[config.mk]
export PLATFORM = sky130hd
export DESIGN_NAME = cfg_intercept_chan
export DESIGN_NICKNAME = d
export VERILOG_FILES = /design/src/rtl/cfg_icpt_pkg.sv /design/src/rtl/cfg_icpt_pack.sv /design/src/rtl/cfg_icpt_fsm.sv /design/src/rtl/cfg_icpt_hold.sv /design/src/rtl/cfg_intercept_chan.sv
export SDC_FILE = /design/constraint.sdc
export NUM_CORES = 1
export LEC_CHECK = 0
export ABC_AREA = 1
export CORE_ASPECT_RATIO = 2
export CORE_MARGIN = 1.5
export CORE_UTILIZATION = 44
export DETAILED_ROUTE_END_ITERATION = 8
export GPL_TIMING_DRIVEN = 0
export HOLD_SLACK_MARGIN = 0.06
export PLACE_DENSITY_LB_ADDON = 0.2
export SYNTH_ARGS = -nofsm -noshare
export SYNTH_HDL_FRONTEND = slang
export SYNTH_HIERARCHICAL = 1
export SYNTH_SLANG_ARGS = --single-unit
[constraint.sdc]
create_clock -name clk -period 1.5 [get_ports clk]
set_input_delay 0.3 -clock clk [delete_from_list [all_inputs] [get_ports clk]]
set_output_delay 0.3 -clock clk [all_outputs]
set_load 0.005 [all_outputs]
[src/rtl/cfg_icpt_pkg.sv]
package cfg_icpt_pkg;

    // Field widths of the decoded configuration header
    localparam int BE_W   = 4;
    localparam int PF_W   = 3;
    localparam int VF_W   = 11;
    localparam int ADDR_W = 10;
    localparam int DATA_W = 32;
    localparam int BYTE_W = 8;
    localparam int LANES  = DATA_W / BYTE_W;

    // Bit positions of the packed word (decoded by the application)
    localparam int POS_POISON = 0;
    localparam int POS_BE     = POS_POISON + 1;
    localparam int POS_RSV_LO = POS_BE + BE_W;
    localparam int RSV_LO_W   = 5;
    localparam int POS_PF     = POS_RSV_LO + RSV_LO_W;
    localparam int POS_VF     = POS_PF + PF_W;
    localparam int POS_VF_OK  = POS_VF + VF_W;
    localparam int POS_WR     = POS_VF_OK + 1;
    localparam int POS_ADDR   = POS_WR + 1;
    localparam int POS_DATA   = POS_ADDR + ADDR_W;
    localparam int POS_RSV_HI = POS_DATA + DATA_W;
    localparam int RSV_HI_W   = 4;
    localparam int WORD_W     = POS_RSV_HI + RSV_HI_W;

    typedef enum logic [0:0] {
        ST_IDLE = 1'b0,
        ST_HOLD = 1'b1
    } icpt_state_e;

    typedef struct packed {
        logic              poison;
        logic [BE_W-1:0]   byte_en;
        logic [PF_W-1:0]   pf;
        logic [VF_W-1:0]   vf;
        logic              vf_ok;
        logic              is_write;
        logic [ADDR_W-1:0] dw_addr;
        logic [DATA_W-1:0] wdata;
    } cfg_hdr_t;

endpackage

[src/rtl/cfg_icpt_pack.sv]
module cfg_icpt_pack
    import cfg_icpt_pkg::*;
(
    input  cfg_hdr_t           hdr_i,
    output logic [WORD_W-1:0]  word_o
);

    logic [DATA_W-1:0] payload;

    // Little-endian lane placement: the first received byte takes the lowest lane
    for (genvar lane = 0; lane < LANES; lane++) begin : g_lane
        assign payload[lane*BYTE_W +: BYTE_W] =
            hdr_i.is_write ? hdr_i.wdata[lane*BYTE_W +: BYTE_W] : '0;
    end

    always_comb begin
        word_o                        = '0;
        word_o[POS_POISON]            = hdr_i.poison;
        word_o[POS_BE +: BE_W]        = hdr_i.byte_en;
        word_o[POS_PF +: PF_W]        = hdr_i.pf;
        word_o[POS_VF +: VF_W]        = hdr_i.vf;
        word_o[POS_VF_OK]             = hdr_i.vf_ok;
        word_o[POS_WR]                = hdr_i.is_write;
        word_o[POS_ADDR +: ADDR_W]    = hdr_i.dw_addr;
        word_o[POS_DATA +: DATA_W]    = payload;
    end

endmodule

[src/rtl/cfg_icpt_fsm.sv]
module cfg_icpt_fsm
    import cfg_icpt_pkg::*;
(
    input  logic clk,
    input  logic rst,
    input  logic strobe_i,
    input  logic ready_i,
    output logic capture_o,
    output logic valid_o,
    output logic stall_o
);

    icpt_state_e state_q;
    icpt_state_e state_d;

    // State register
    always_ff @(posedge clk) begin
        if (rst) begin
            state_q <= ST_IDLE;
        end else begin
            state_q <= state_d;
        end
    end

    // Next state: CAPTURE and RELEASE
    always_comb begin
        state_d = state_q;
        unique case (state_q)
            ST_IDLE: if (strobe_i) state_d = ST_HOLD;
            ST_HOLD: if (ready_i)  state_d = ST_IDLE;
            default: state_d = ST_IDLE;
        endcase
    end

    // Outputs
    always_comb begin
        capture_o = 1'b0;
        valid_o   = 1'b0;
        stall_o   = 1'b0;
        unique case (state_q)
            ST_IDLE: capture_o = strobe_i;
            ST_HOLD: begin
                valid_o = 1'b1;
                stall_o = 1'b1;
            end
            default: ;
        endcase
    end

endmodule

[src/rtl/cfg_icpt_hold.sv]
module cfg_icpt_hold #(
    parameter int W = 72
) (
    input  logic         clk,
    input  logic         rst,
    input  logic         load_i,
    input  logic [W-1:0] d_i,
    output logic [W-1:0] q_o
);

    always_ff @(posedge clk) begin
        if (rst) begin
            q_o <= '0;
        end else if (load_i) begin
            q_o <= d_i;
        end
    end

endmodule

[src/rtl/cfg_intercept_chan.sv]
module cfg_intercept_chan
    import cfg_icpt_pkg::*;
(
    input  logic              clk,
    input  logic              rst,
    input  logic              req_strobe_i,
    input  logic              req_poison_i,
    input  logic [BE_W-1:0]   req_byte_en_i,
    input  logic [PF_W-1:0]   req_pf_i,
    input  logic [VF_W-1:0]   req_vf_i,
    input  logic              req_vf_ok_i,
    input  logic              req_is_write_i,
    input  logic [ADDR_W-1:0] req_dw_addr_i,
    input  logic [DATA_W-1:0] req_wdata_i,
    output logic              stall_o,
    output logic              icpt_valid_o,
    input  logic              icpt_ready_i,
    output logic [WORD_W-1:0] icpt_word_o
);

    cfg_hdr_t          hdr;
    logic [WORD_W-1:0] packed_word;
    logic              capture;

    always_comb begin
        hdr.poison   = req_poison_i;
        hdr.byte_en  = req_byte_en_i;
        hdr.pf       = req_pf_i;
        hdr.vf       = req_vf_i;
        hdr.vf_ok    = req_vf_ok_i;
        hdr.is_write = req_is_write_i;
        hdr.dw_addr  = req_dw_addr_i;
        hdr.wdata    = req_wdata_i;
    end

    cfg_icpt_pack pack_i (
        .hdr_i  (hdr),
        .word_o (packed_word)
    );

    cfg_icpt_fsm fsm_i (
        .clk       (clk),
        .rst       (rst),
        .strobe_i  (req_strobe_i),
        .ready_i   (icpt_ready_i),
        .capture_o (capture),
        .valid_o   (icpt_valid_o),
        .stall_o   (stall_o)
    );

    cfg_icpt_hold #(.W(WORD_W)) hold_i (
        .clk    (clk),
        .rst    (rst),
        .load_i (capture),
        .d_i    (packed_word),
        .q_o    (icpt_word_o)
    );

endmodule

[Word level (Yosys, flattened, before mapping)]
Cells that the tools add are included.
Storage, ports and cells
  register bits after elaboration: 64
  latch bits: 0
  bits in writable memories: 0
  bits in read-only memories: 0
  memories: 0
Operators by class
  add/sub/neg operators: 0
  $mul: 0
  divide/modulo/power cells: 0
  $lt $le $gt $ge: 0
  equal/unequal tests: 0
  shift-type cells: 0
  muxes and demuxes: 9
  bitwise gates (word level): 1
  reductions and logical operators: 0
Operator list (number)
  $mux 8: 4
  $mux 1: 4
  $pmux 1 s2: 1
  $not 1->1: 1

[Longest topological paths before layout]
  depth in word-level cells: 2
  mapped depth: 8
  gate-level depth less buffers: 6

[By module]
Netlist, hierarchy kept.
Modules (own cells, without submodules)
  cfg_icpt_hold: times used 1, cells an instance 456, area each 2951.6 um2
  cfg_icpt_pack: times used 1, cells an instance 108, area each 578.1 um2
  cfg_icpt_fsm: times used 1, cells an instance 8, area each 57.6 um2

[Worst setup path before layout]
Ideal clock, no wire load.
  path type: register to register
  start point: reg fsm_i.state_q
  end point: reg hold_i.q_o[11]
  setup time: 0.113 ns
  arrival time: 1.043 ns
  required time: 1.387 ns
  path slack: 0.344 ns
  stages on the path, launching flop included: 9
  cell sequence: dfxtp_1 -> inv_1 -> nand2_2 -> inv_1 -> buf_4 -> buf_6 -> buf_6 -> nor2_1 -> nor2_1
On the way
  word-level cells in the longest chain between the ends: 1
RTL lines
  start: declaration: RTL line cfg_icpt_fsm.sv:13  | icpt_state_e state_q;
  start signal: assignment: RTL line cfg_icpt_fsm.sv:21  | state_q <= state_d;
  $mux 1: RTL line cfg_icpt_fsm.sv:40  | unique case (state_q)
  via capture: RTL line cfg_intercept_chan.sv:23  | logic capture;
  end signal: assignment: RTL line cfg_icpt_hold.sv:15  | q_o <= d_i;
  end: declaration: RTL line cfg_icpt_hold.sv:8  | output logic [W-1:0] q_o
The timed path passes the listed nets, and every way through them passes these cells.
A chain may end at the register's enable or synchronous reset.

[Final worst setup path]
  start point: reg hold_i.q_o[64]
  end point: out icpt_word_o[64]
RTL lines
  end: declaration: RTL line cfg_intercept_chan.sv:18  | output logic [WORD_W-1:0] icpt_word_o
No word-level cell between the ends.

==> results by group <==
Logic synthesis
  • Cell Area, Synth: 3590 um^2
  • #FFs+latches synth: 73
  • Syn_area_per_cell: between 6 and 7 um^2
  • Sequential area share after synthesis: 0.407
  • Synth Instances: 572
  • Synth cell types: 12
  • Ys Warns: 6

Die
  • Die Ht: ~130 um
  • DIE WIDTH: ~67 um
  • # rows: 46
  • Io pins: about 140
  • Initial core utilization: 0.452
  • Die area: roughly 8700 um^2
  • Core Box Area: slightly below 8000 um^2

Finish
  • Total Nets Final: between 700 and 800
  • Final Non-Filler Cells: 800
  • Commonest cells after routing, fill and taps aside: nand2_1 (177), nor2_1 (144), inv_1 (107), clkdlybuf4s50_1 (74), dfxtp_1 (72)
  • Layout cell share with drive strength beyond 1: 0.114
  • Synthesis-to-finish area growth: 45.1%
  • Post-Layout Inst Area: around 5200 um^2
  • ANT cells: 0
  • # fillers: 693
  • Most common cell after layout, fill and taps aside: nand2_1

Critical path
  • Crit path DAT: approximately 1.2 ns
  • CP bufs+invs: 1
  • Worst reg2reg path depth: 8
  • R2R setup slack: 0.25 ns
  • FF-to-FF Start: fsm_i/state_q$_SDFF_PP0_
  • CP Max Fanout: 2
  • Crit path depth: 1
  • Slowest stage delay, CP: about 0.52 ns
  • CP Capture Point: icpt_word_o[64]
  • Worst path cell trace: clkdlybuf4s50_1
  • Setup crit start kind: flip-flop
  • CP top delay family: buffers and inverters
  • Setup crit start: hold_i/q_o[64]$_SDFFE_PP0P_
  • Setup crit end kind: output pin
  • Data required time of the worst path: between 1 and 1.5 ns
  • RR Endpoint: hold_i/q_o[51]$_SDFFE_PP0P_
  • Max stage delay cell, worst path: clkdlybuf4s50_1
  • Critical setup path kind: reg -> out

Clock network
  • Htree depth: 3
  • CTS tree: done
  • CTS max path bufs: 2
  • CTS Buf Count: 9
  • Clk slew on worst S/H paths: roughly 0.05 ns
  • Setup Buffers After CTS: 0
  • Hold buffer count at cts: 0
  • Clk_lat worst skew: between 0.3 and 0.4 ns
  • CTS root buf: clkbuf_16
  • Clock Sinks: 73

Route
  • Pre-antenna DRT Iters: 4
  • Via count of the routed design: roughly 3,400
  • Starting DRC count in detailed routing: around 100
  • Routed len/inst: between 10 and 15 um
  • Antenna Nets Post-Route: 0
  • Drc violations: 0
  • Routed vias/inst: 4.21
  • Wirelength, routed: 8.50 mm

Run status
  • Status: complete, no violations

STA
  • Worst hold slack: roughly 0.26 ns
  • Crit path time final: approximately 1.5 ns
  • Final TNS setup: 0 ns
  • Setup-failing EPs final: 0
  • Tcrit/Tclk final: 0.982
  • Fmax: between 0.6 and 0.7 GHz
  • Worst Skew: slightly above 0.003 ns
  • Final Max Tran Viols: 0
  • Final hold viol count: 0

Placement
  • # port buffers: 110
  • Placed cell count: 786
  • Placed Area: between 4000 and 5000 um^2
  • Gpl congestion: 0.774
  • Hpwl dp: roughly 6.4 mm

GRT
  • Total global routing overflow: 0
  • Vias in the first global route: 3,129
  • Initial antenna violation count: 0
  • Global-route wire length before repair: about 13 mm
  • Largest net degree at the start of global routing: 12
  • GR Util All Layers: 0.199

Power and ir drop
  • Pleak: ~3.3 nW
  • PD cells: a little over 1000 nW/um^2
  • Tot Pwr: roughly 5.3 mW
  • Peak supply drop: 911 uV

Flow run
  • Max-cap violations: 0

Min path
  • Hold Path Class: in -> reg
-- layer usage --
metal  track usage  wire [um]  part of all wire
met5             0          0                 0
met4         0.114        220             0.026
met3        0.0548        512             0.060
met2         0.372       4670              0.55
met1         0.186       3100              0.36
-- cell usage after synthesis --
cell type / number / area share
buf_6: 10 / 0.031
clkbuf_1: 5 / 0.0052
dfxtp_1: 73 / 0.41
buf_4: 42 / 0.088
inv_2: 1 / 0.0010
conb_1: 1 / 0.0010
nand2_1: 177 / 0.19
nand2_2: 1 / 0.0017
a21oi_2: 1 / 0.0024
inv_1: 107 / 0.11
buf_2: 10 / 0.014
nor2_1: 144 / 0.15
-- cell type report --
type,count,area (um^2),share of cell area
Buffer,67,497,0.0954
Clock buffer,10,239,0.0459
Clock inverter,4,45.0,0.00865
Inverter,108,405,0.0779
Multi-Input combinational cell,332,1250,0.241
Sequential cell,73,1460,0.281
Tap cell,96,120,0.0231
Timing Repair Buffer,110,1180,0.227
-- flip-flops by register name, summed over array words and instances, names as in the netlist --
signal	cells
fsm_i/state_q	1
hold_i/q_o	72
-- where the power goes --
group	switching [mW]	leakage [nW]	internal, mW	total [mW]
Combinational	0.452	2.51	0.588	1.04
Sequential	0.0772	0.605	2.10	2.18
Clock	0.753	0.144	1.30	2.06
Total	1.28	3.26	3.99	5.27
-- through the flow --
stage,utilization,worst slack [ns]
6_report,0.655,0.0265
4_1_cts,0.645,0.00524
3_3_place_gp,0.609,-0.0830
3_5_place_dp,0.609,-0.123
5_1_grt,0.655,-0.00000233
2_1_floorplan,-,0.344
-- worst min path at each step --
stage                                        endpoint  depth (start not counted)                        start
final                     hold_i/q_o[10]$_SDFFE_PP0P_                          5                  req_pf_i[0]
after global routing      hold_i/q_o[28]$_SDFFE_PP0P_                          5             req_dw_addr_i[2]
after CTS                 hold_i/q_o[10]$_SDFFE_PP0P_                          5                  req_pf_i[0]
after detailed placement   hold_i/q_o[9]$_SDFFE_PP0P_                          2   hold_i/q_o[9]$_SDFFE_PP0P_
after global placement    hold_i/q_o[30]$_SDFFE_PP0P_                          2  hold_i/q_o[30]$_SDFFE_PP0P_
after floorplan              fsm_i/state_q$_SDFF_PP0_                          1                          rst
-- kinds of logic (layout without fill, tap and decap cells) --
kind of cell | after synthesis | after routing | synth area share
AO/OA/AOI/OAI | 1 | 1 | 0.00244
flip-flops | 73 | 73 | 0.407
other | 1 | 9 | 0.00105
AND/OR/NAND/NOR | 322 | 322 | 0.338
buffers and inverters | 175 | 299 | 0.251
-- repair_timing --
item,in CTS,in global routing
pin swaps,0,0
endpoints found under the setup margin,3,34
gates resized for setup,3,34
Note: power is estimated with default switching activity, not from simulation.
